### config.mk
export PLATFORM = sky130hd
export DESIGN_NAME = pad_irq_router
export DESIGN_NICKNAME = d
export VERILOG_FILES = /design/src/rtl/pad_irq_router.sv
export SDC_FILE = /design/constraint.sdc
export NUM_CORES = 1
export LEC_CHECK = 0
export BUFFER_PORTS_ARGS = -buffer_cell sky130_fd_sc_hd__buf_2
export CAP_MARGIN = 40
export CELL_PAD_IN_SITES_DETAIL_PLACEMENT = 1
export CELL_PAD_IN_SITES_GLOBAL_PLACEMENT = 1
export CORE_ASPECT_RATIO = 1.1
export CORE_UTILIZATION = 30
export DETAILED_ROUTE_END_ITERATION = 10
export GPL_ROUTABILITY_DRIVEN = 0
export PLACE_DENSITY_LB_ADDON = 0.1
export SETUP_SLACK_MARGIN = 0.5
export SLEW_MARGIN = 20
export SYNTH_ARGS = -nofsm -noshare
export SYNTH_HDL_FRONTEND = slang
export SYNTH_SLANG_ARGS = --single-unit
### constraint.sdc
create_clock -name clk -period 5.19 [get_ports clk]
set_input_delay 0.7785 -clock clk [delete_from_list [all_inputs] [get_ports clk]]
set_output_delay 0.7785 -clock clk [all_outputs]
set_load 0.02 [all_outputs]
### src/rtl/pad_irq_router.sv
module pad_irq_router #(
  parameter int PAD_COUNT = 133
)(
  input  logic                 clk,
  input  logic                 rst_n,
  input  logic [PAD_COUNT-1:0] pads,
  input  logic                 reg_wen,
  input  logic [3:0]           reg_addr,
  input  logic [3:0]           reg_be,
  input  logic [31:0]          reg_wdata,
  output logic [31:0]          reg_rdata,
  output logic [7:0]           irq_out
);
  localparam int CH    = 8;
  localparam int SEL_W = 8;
  localparam int FLT_W = 4;
  localparam int SPAN  = 1 << SEL_W;

  logic [CH-1:0] edge_en, inv_en;
  logic [31:0]   sel_a, sel_b, flt_word, wmask;
  logic [SPAN-1:0] pad_ext;
  logic [CH-1:0] pick, s1, s2, raw, filt, prev;

  assign wmask = {{8{reg_be[3]}}, {8{reg_be[2]}}, {8{reg_be[1]}}, {8{reg_be[0]}}};

  always_ff @(posedge clk) begin
    if (!rst_n) begin
      edge_en  <= '0;
      inv_en   <= '0;
      sel_a    <= '0;
      sel_b    <= '0;
      flt_word <= '0;
    end else if (reg_wen) begin
      case (reg_addr[3:2])
        2'd0: begin
          edge_en <= (edge_en & ~wmask[7:0])   | (reg_wdata[7:0]   & wmask[7:0]);
          inv_en  <= (inv_en  & ~wmask[23:16]) | (reg_wdata[23:16] & wmask[23:16]);
        end
        2'd1:    sel_a    <= (sel_a    & ~wmask) | (reg_wdata & wmask);
        2'd2:    sel_b    <= (sel_b    & ~wmask) | (reg_wdata & wmask);
        default: flt_word <= (flt_word & ~wmask) | (reg_wdata & wmask);
      endcase
    end
  end

  always_comb begin
    case (reg_addr[3:2])
      2'd0:    reg_rdata = {8'h00, inv_en, 8'h00, edge_en};
      2'd1:    reg_rdata = sel_a;
      2'd2:    reg_rdata = sel_b;
      default: reg_rdata = flt_word;
    endcase
  end

  always_comb begin
    pad_ext = '0;
    pad_ext[PAD_COUNT-1:0] = pads;
  end

  always_ff @(posedge clk) begin
    if (!rst_n) begin
      s1   <= '0;
      s2   <= '0;
      prev <= '0;
    end else begin
      s1   <= pick;
      s2   <= s1;
      prev <= filt;
    end
  end

  assign raw = s2 ^ inv_en;

  for (genvar c = 0; c < CH; c++) begin : g_ch
    localparam int OFS = (c % 4) * SEL_W;
    logic [SEL_W-1:0] sel;
    logic [FLT_W-1:0] flen, cnt;
    logic [FLT_W:0]   cnt_nxt;
    logic             f_q;

    assign sel     = (c < 4) ? sel_a[OFS +: SEL_W] : sel_b[OFS +: SEL_W];
    assign pick[c] = pad_ext[sel];
    assign flen    = flt_word[c*FLT_W +: FLT_W];
    assign cnt_nxt = {1'b0, cnt} + 1'b1;

    always_ff @(posedge clk) begin
      if (!rst_n) begin
        cnt <= '0;
        f_q <= 1'b0;
      end else if (raw[c] == f_q) begin
        cnt <= '0;
      end else if (cnt_nxt >= {1'b0, flen}) begin
        f_q <= raw[c];
        cnt <= '0;
      end else begin
        cnt <= cnt_nxt[FLT_W-1:0];
      end
    end

    assign filt[c] = f_q;
  end

  assign irq_out = filt & ~(edge_en & prev);
endmodule

# Word level (Yosys, flattened, before mapping)

Index checks and enable logic that the tools add are counted.

Register bits after elaboration: 176
Bits in latches: 0
RAM bits: 0
Memory bits (read-only): 0
Input port bits: 176
Logic and storage cells: 127
Memories: 0

Add/subtract/negate cells: 8
Multipliers: 0
Divide/modulo/power cells: 0
Magnitude comparators: 16
Eq/ne operators: 10
Shift operators: 0
Multiplexer cells: 17
Bitwise operators: 30
Reduce and logical (&&, ||, !) cells: 22

Operator list:

| operator              | number |
|---|---|
| $and A32 B32 Y32      | 4 |
| $or A32 B32 Y32       | 3 |
| $pmux W32 S3          | 1 |
| $lt A8 B9 Y1 const B  | 8 |
| $bmux W1 S8           | 8 |
| $and A8 B8 Y8         | 6 |
| $add A4 B1 Y5 const B | 8 |
| $ge A5 B4 Y1          | 8 |
| $not A32 Y32          | 1 |
| $reduce_or A3 Y1      | 9 |
| $not A8 Y8            | 3 |
| $reduce_and A2 Y1     | 12 |
| $or A8 B8 Y8          | 2 |
| $not A1 Y1            | 10 |
| $eq A1 B1 Y1          | 8 |
| $mux W1               | 8 |
| $xor A8 B8 Y8         | 1 |
| $eq A2 B1 Y1 const B  | 1 |
| $eq A2 B2 Y1 const B  | 1 |
| $logic_not A2 Y1      | 1 |

# Longest topological paths before layout

Gate-level depths: netlist of the first run.

Depth in word-level cells: 4
Depth in mapped cells: 10
Gate-level depth less buffers: 7

# Worst setup path before layout of the first run

Ideal clock, no wire load.

Kind: input-to-output
From: input reg_addr[2]
To: output reg_rdata[17]
Data arrival time: 2.284 ns
Required time: 4.411 ns
Path slack: 2.128 ns
Stages on the path: 3
Path buffers: 2
Path through: clkbuf_1 > buf_1 > mux4_2

Cells in the longest elaborated chain, start to end: 2

Ends and longest elaborated chain:

| item                                       | RTL line | text |
|---|---|---|
| from (decl)                                | 8        | `input logic [3:0] reg_addr,` |
| $eq A2 B2 Y1, or another cell as far along | 47       | `case (reg_addr[3:2])` |
| $pmux W32 S3 *                             | 47       |  |
| to (decl)                                  | 11       | `output logic [31:0] reg_rdata,` |

Every way passes the cells marked *; elsewhere a longest branch is shown, timed or not.

# Final worst setup path of the first run

From: input reg_addr[2]
To: output reg_rdata[24]

The elaborated chain is that of the path after synthesis.

==> results.yml, run 1 <==
drt:
  dr.pass1.iters: 5
  drc: 0
  drtAntennaViolNets: 0
  wirelength_microns: 74000
  drtIter0Drc: 1224
  vias_per_cell: 6.17
  wl_per_cell_microns: 30.5
  num_vias: 15000
cells_and_area:
  final_cell_mix: "mux4_2, nand2_1, buf_2"
  fillers: 5974
  final_common_cell: "mux4_2"
  drive_gt1_frac: 0.383
  nets: 1897
  instances_no_fill: 2422
  fin_util: 0.354
  syn_to_final_growth_pct: 15.6
grt:
  antenna_found_initial: 7
  overflow: 0
  grt_start_max_net_pins: 56
  grt_pass1_wl_microns: 109000
  grt_pass1_vias: 15300
  grt_usage: 0.269
floorplan:
  die_w_microns: 226
  fp.coreArea_sq_mm: 0.0540
  start_util: 0.306
  die_y_microns: 248
  ios: 216
  die_area_sq_mm: 0.0561
  core.rowCount: 89
synth:
  avgSynthCellArea_sq_um: 10.8
  synth_top_cell_area_share: 0.413
  synth_seq_cells: 176
  synth_area_leaders: "mux4_2, dfxtp_1, nand2_1, a21oi_1, mux2i_1"
  ys.flop_type: "dfxtp_1"
  ys_types: 63
  synth_cells: 1536
  yosys_warnings: 0
  synth_top_cell_by_area: "mux4_2"
  ys_seq_area_frac: 0.213
  syn_area_sq_mm: 0.0165
  async_flop_share: 0
  synth_fp_nets: 1752
  synth-edff-count: 0
clock_tree:
  cts_max_path_buffers: 2
  post-cts-setup-buffer-count: 0
  cts-buffers-inserted: 17
  htreeDepth: 4
  cts_root_buf: "clkbuf_16"
  cts_tree: "built"
  clkSlewWorstSetupHoldPaths_ns: 0.07
  post_cts_resized: 0
  cts_hold_buf: 0
  clock_sinks: 176
  clock_latency_ns: 0.47
status:
  status: "finished clean"
sta:
  whs_ns: 0.436
  finalSetupViolations: 0
  slew_viol_final: 0
  hold_violations: 0
  finalClockSkew_ns: 0.0209
  timing.final.crit_share: 0.592
  worst_slew_pin_slew_ns: 0.841
  fin_tns_setup_ns: 0
  slew-limit-headroom: 0.439
  rsz0062_at_grt: "false"
  fin_crit_ns: 3.07
  max_freq_ghz: 0.325
placement:
  io_buffers: 213
  hpwl_microns: 56400
  dp_cells: 2387
pwr:
  p_leak_nw: 6.36
  vdd_drop_max_mv: 0.191
  powerDensity_mw_per_mm2: 196
flow_run:
  drv_cap: 0
worst_setup_path:
  critPathKind: "in2out"
  crit_chain: "buf_2 -> nor2b_2 -> buf_4 -> a22o_1 -> buf_2"
  crit_top_cell: "buf_2"
  slowest_delay_ns: 0.41
  worstPathRequired_ns: 4.41
  end_kind: "primary output"
  cp_max_fo: 20
  crit_slowest_cell: "nor2b_2"
  arrival_ns: 2.29
  crit_path_start_kind: "primary input"
worst_hold_path:
  hp-class: "reg2reg"
per-layer routing:
layer	GRT usage	routed length, microns	vias up
met2	0.448	35800	662
met4	0.122	3310	0
met1	0.349	30500	7866
met5	0	0	-
met3	0.0353	4370	134
li1	-	-	6293
per-stage QoR:
stage	setup slack, ns	total power [mW]	instance area, sq um
2_1_floorplan	2.13	1.94	16500
3_3_place_gp	1.91	2.31	18200
3_5_place_dp	1.88	2.34	18400
4_1_cts	1.88	3.79	19100
5_1_grt	1.96	3.90	19100
6_report	2.12	3.76	19100
power breakdown:
group / internal [mW] / switching, mW / leakage (nW)
Combinational: 0.400 / 0.479 / 4.63
Clock: 0.833 / 0.607 / 0.306
Sequential: 1.38 / 0.0530 / 1.43
cell families (layout without fill, tap and decap cells):
kind of cell | count (synthesis) | after routing | share of synthesized area
flip-flops | 176 | 176 | 0.213
buffers and inverters | 180 | 337 | 0.0457
adder cells (fa/ha/maj) | 40 | 40 | 0.0303
AO/OA/AOI/OAI | 265 | 265 | 0.102
other | 0 | 1 | 0
XOR/XNOR | 32 | 32 | 0.0169
multiplexers | 390 | 390 | 0.467
AND/OR/NAND/NOR | 453 | 453 | 0.125
layout make-up:
type                            instances  area [sq um]  share of cell area
Clock buffer                           19           453              0.0237
Tap cell                              728           911              0.0476
Clock inverter                         12           180             0.00942
Sequential cell                       176          3540               0.185
Inverter                               41           156             0.00818
Timing Repair Buffer                  265          1620              0.0848
Multi-Input combinational cell       1180         12300               0.641
Antenna cell                            1          2.50            0.000131
worst paths after layout:
check / start / slack, ns / cells past startpoint / end
setup reg to reg: register / 2.12 / 8 / s1[3]
hold reg to reg: s1[7] / 0.44 / 1 / s2[7]
hold / removal: s1[7] / 0.44 / 1 / s2[7]
setup / recovery: reg_addr[2] / 2.12 / 5 / reg_rdata[24]
Yosys cell counts (23+ instances only):
cell and n:
a21oi_1 136, and2_1 29, buf_2 30, clkbuf_1 82
dfxtp_1 176, ha_1 40, inv_1 39, mux2_2 23
mux2i_1 64, mux4_2 303, nand2_1 268, nand3_1 26
nor2_1 39, nor2b_1 29, xor2_1 24
critical path, delay by kind of cell:
kind / cells / cell delay (ns)
AOI/OAI and AO/OA: 1 / 0.25
buffers and inverters: 3 / 0.83
and+or+nand+nor: 1 / 0.41
Note: power is estimated with default switching activity, not from simulation.
==> inputs of run 2 (changes only) <==
clock period = 2.6 ns   (was 5.19 ns; I/O delays follow)
==> run 2 against run 1 <==
Against the previous run: combinational power up 120%; cell count up 4.5%; register-to-register slack worse by 2.1 ns; cell area up 8.5%.
==> results.yml, run 2 (synthesis results as in run 1) <==
clock_tree:
  htreeDepth: 4
  cts_tree: "built"
  clkSlewWorstSetupHoldPaths_ns: 0.09
  clock_latency_ns: 0.46
  cts_max_path_buffers: 2
  clock_sinks: 176
  cts_root_buf: "clkbuf_16"
  cts-buffers-inserted: 17
  cts_hold_buf: 0
worst_setup_path:
  end_kind: "register"
  slowest_delay_ns: 0.56
  crit-reg2reg-capture: "s1[7]"
  crit_chain: "buf_12 -> mux4_2 -> mux4_2 -> mux4_2 -> nor2b_1 -> a21oi_1"
  crit_path_start_kind: "register"
  crit_end: "s1[7]"
  arrival_ns: 2.89
  crit_top_cell: "mux4_2"
  worstPathRequired_ns: 2.94
  crit_slowest_cell: "mux4_2"
  cp_max_fo: 9
  reg2reg_depth: 6
  critPathKind: "reg2reg"
  r2r_slack_ns: 0.06
grt:
  grt_pass1_wl_microns: 113000
  antenna_found_initial: 7
  grt_start_max_net_pins: 43
  grt_pass1_vias: 15800
  grt_usage: 0.283
  overflow: 0
drt:
  num_vias: 15500
  drc: 0
  wirelength_microns: 78000
  drtAntennaViolNets: 0
  dr.pass1.iters: 5
  wl_per_cell_microns: 30.8
  drtIter0Drc: 1490
  vias_per_cell: 6.14
floorplan:
  fp.coreArea_sq_mm: 0.0540
  core.rowCount: 89
  ios: 216
  die_area_sq_mm: 0.0561
  start_util: 0.306
  die_w_microns: 226
  die_y_microns: 248
sta:
  hold_violations: 0
  max_freq_ghz: 0.393
  whs_ns: 0.187
  timing.final.crit_share: 0.979
  finalSetupViolations: 0
  worst_slew_pin_slew_ns: 0.752
  rsz0062_at_grt: "true"
  fin_tns_setup_ns: 0
  final.setup.worst_slack_ns: 0.0553
  fin_crit_ns: 2.54
  slew_viol_final: 0
  finalClockSkew_ns: 0.0169
  slew-limit-headroom: 0.498
cells_and_area:
  fillers: 5911
  final_cell_mix: "mux4_2, nand2_1, buf_2"
  final_common_cell: "mux4_2"
  fin_util: 0.384
  drive_gt1_frac: 0.442
  multi_input_comb_area_sq_mm: 0.0125
  instances_no_fill: 2532
  seqCellArea_sq_mm: 0.00358
  finish.instance_area_sq_mm: 0.0208
  syn_to_final_growth_pct: 25.5
  nets: 2000
placement:
  place_ws_ns: -0.110
  hpwl_microns: 57900
  placed_area_sq_mm: 0.0191
  io_buffers: 213
  dp_cells: 2451
worst_hold_path:
  hp-class: "in2reg"
pwr:
  powerDensity_mw_per_mm2: 369
  power.switching_mw: 2.43
  seq_power_share: 0.372
  pwr-share-clk: 0.371
  power.internal_mw: 5.22
  comb_power_share: 0.256
  power.total_mw: 7.65
  vdd_drop_max_mv: 0.439
  p_leak_nw: 7.11
  sw_frac_of_total: 0.318
status:
  status: "finished clean"
flow_run:
  drv_cap: 0
-- run 2: cell count changes in the layout (fill, tap and decap cells not counted), moves of 11 or more --
cell,change
buf_12,+30
buf_4,+55
buf_6,+15
dfxtp_1,-15
dfxtp_4,+11
-- run 2: worst min-delay path by stage --
| stage | start | end | slack, ns | cells after the start |
|---|---|---|---|---|
| 6_report | reg_wdata[17] | register | 0.19 | 3 |
| 5_1_grt | reg_wdata[17] | register | 0.19 | 3 |
| 4_1_cts | reg_wdata[17] | register | 0.18 | 3 |
| 3_5_place_dp | s1[2] | s2[2] | 0.42 | 1 |
| 3_3_place_gp | s1[6] | s2[6] | 0.42 | 1 |
| 2_1_floorplan | s1[0] | s2[0] | 0.41 | 1 |
-- run 2: power groups by stage --
stage          sequential, mW  clock (mW)  combinational [mW]
2_1_floorplan            2.86           0                1.02
3_3_place_gp             2.91           0                1.81
3_5_place_dp             2.92           0                1.84
4_1_cts                  2.85        2.91                1.92
5_1_grt                  2.86        3.00                2.05
6_report                 2.85        2.84                1.96
-- run 2: worst max-delay path: cells and delay by family, from the launching register on --
family	cells	cell delay, ns
compound gates	1	0.06
flops	1	0.39
mux	3	1.66
simple gates	1	0.14
buf+inv	1	0.16
-- run 2: final cells by class --
| class | instances | area share |
|---|---|---|
| antenna | 7 | 0.000844 |
| clock buffer | 17 | 0.0205 |
| clock inverter | 15 | 0.00977 |
| inverter | 41 | 0.00772 |
| multi-input combinational | 1180 | 0.600 |
| sequential | 176 | 0.173 |
| tap | 728 | 0.0439 |
| timing repair buffer | 368 | 0.145 |
-- run 2: layer usage --
layer  vias up  wire length [microns]  global-route usage  share of wire
met2       832                  35700               0.444           0.46
li1       6514                      -                   -              -
met5         -                     13                   0        0.00017
met1      8033                  32300               0.385           0.41
met3       157                   5790              0.0335          0.074
met4         2                   4220               0.141          0.054
-- run 2: what timing repair did --
| item | in CTS | in global routing |
|---|---|---|
| pin swaps | 9 | 8 |
| setup endpoints to repair | 41 | 21 |
| buffers inserted | 27 | 4 |
| resized for setup | 85 | 26 |
| endpoints found under the hold margin | 0 | 0 |
| gates cloned | 9 | 2 |
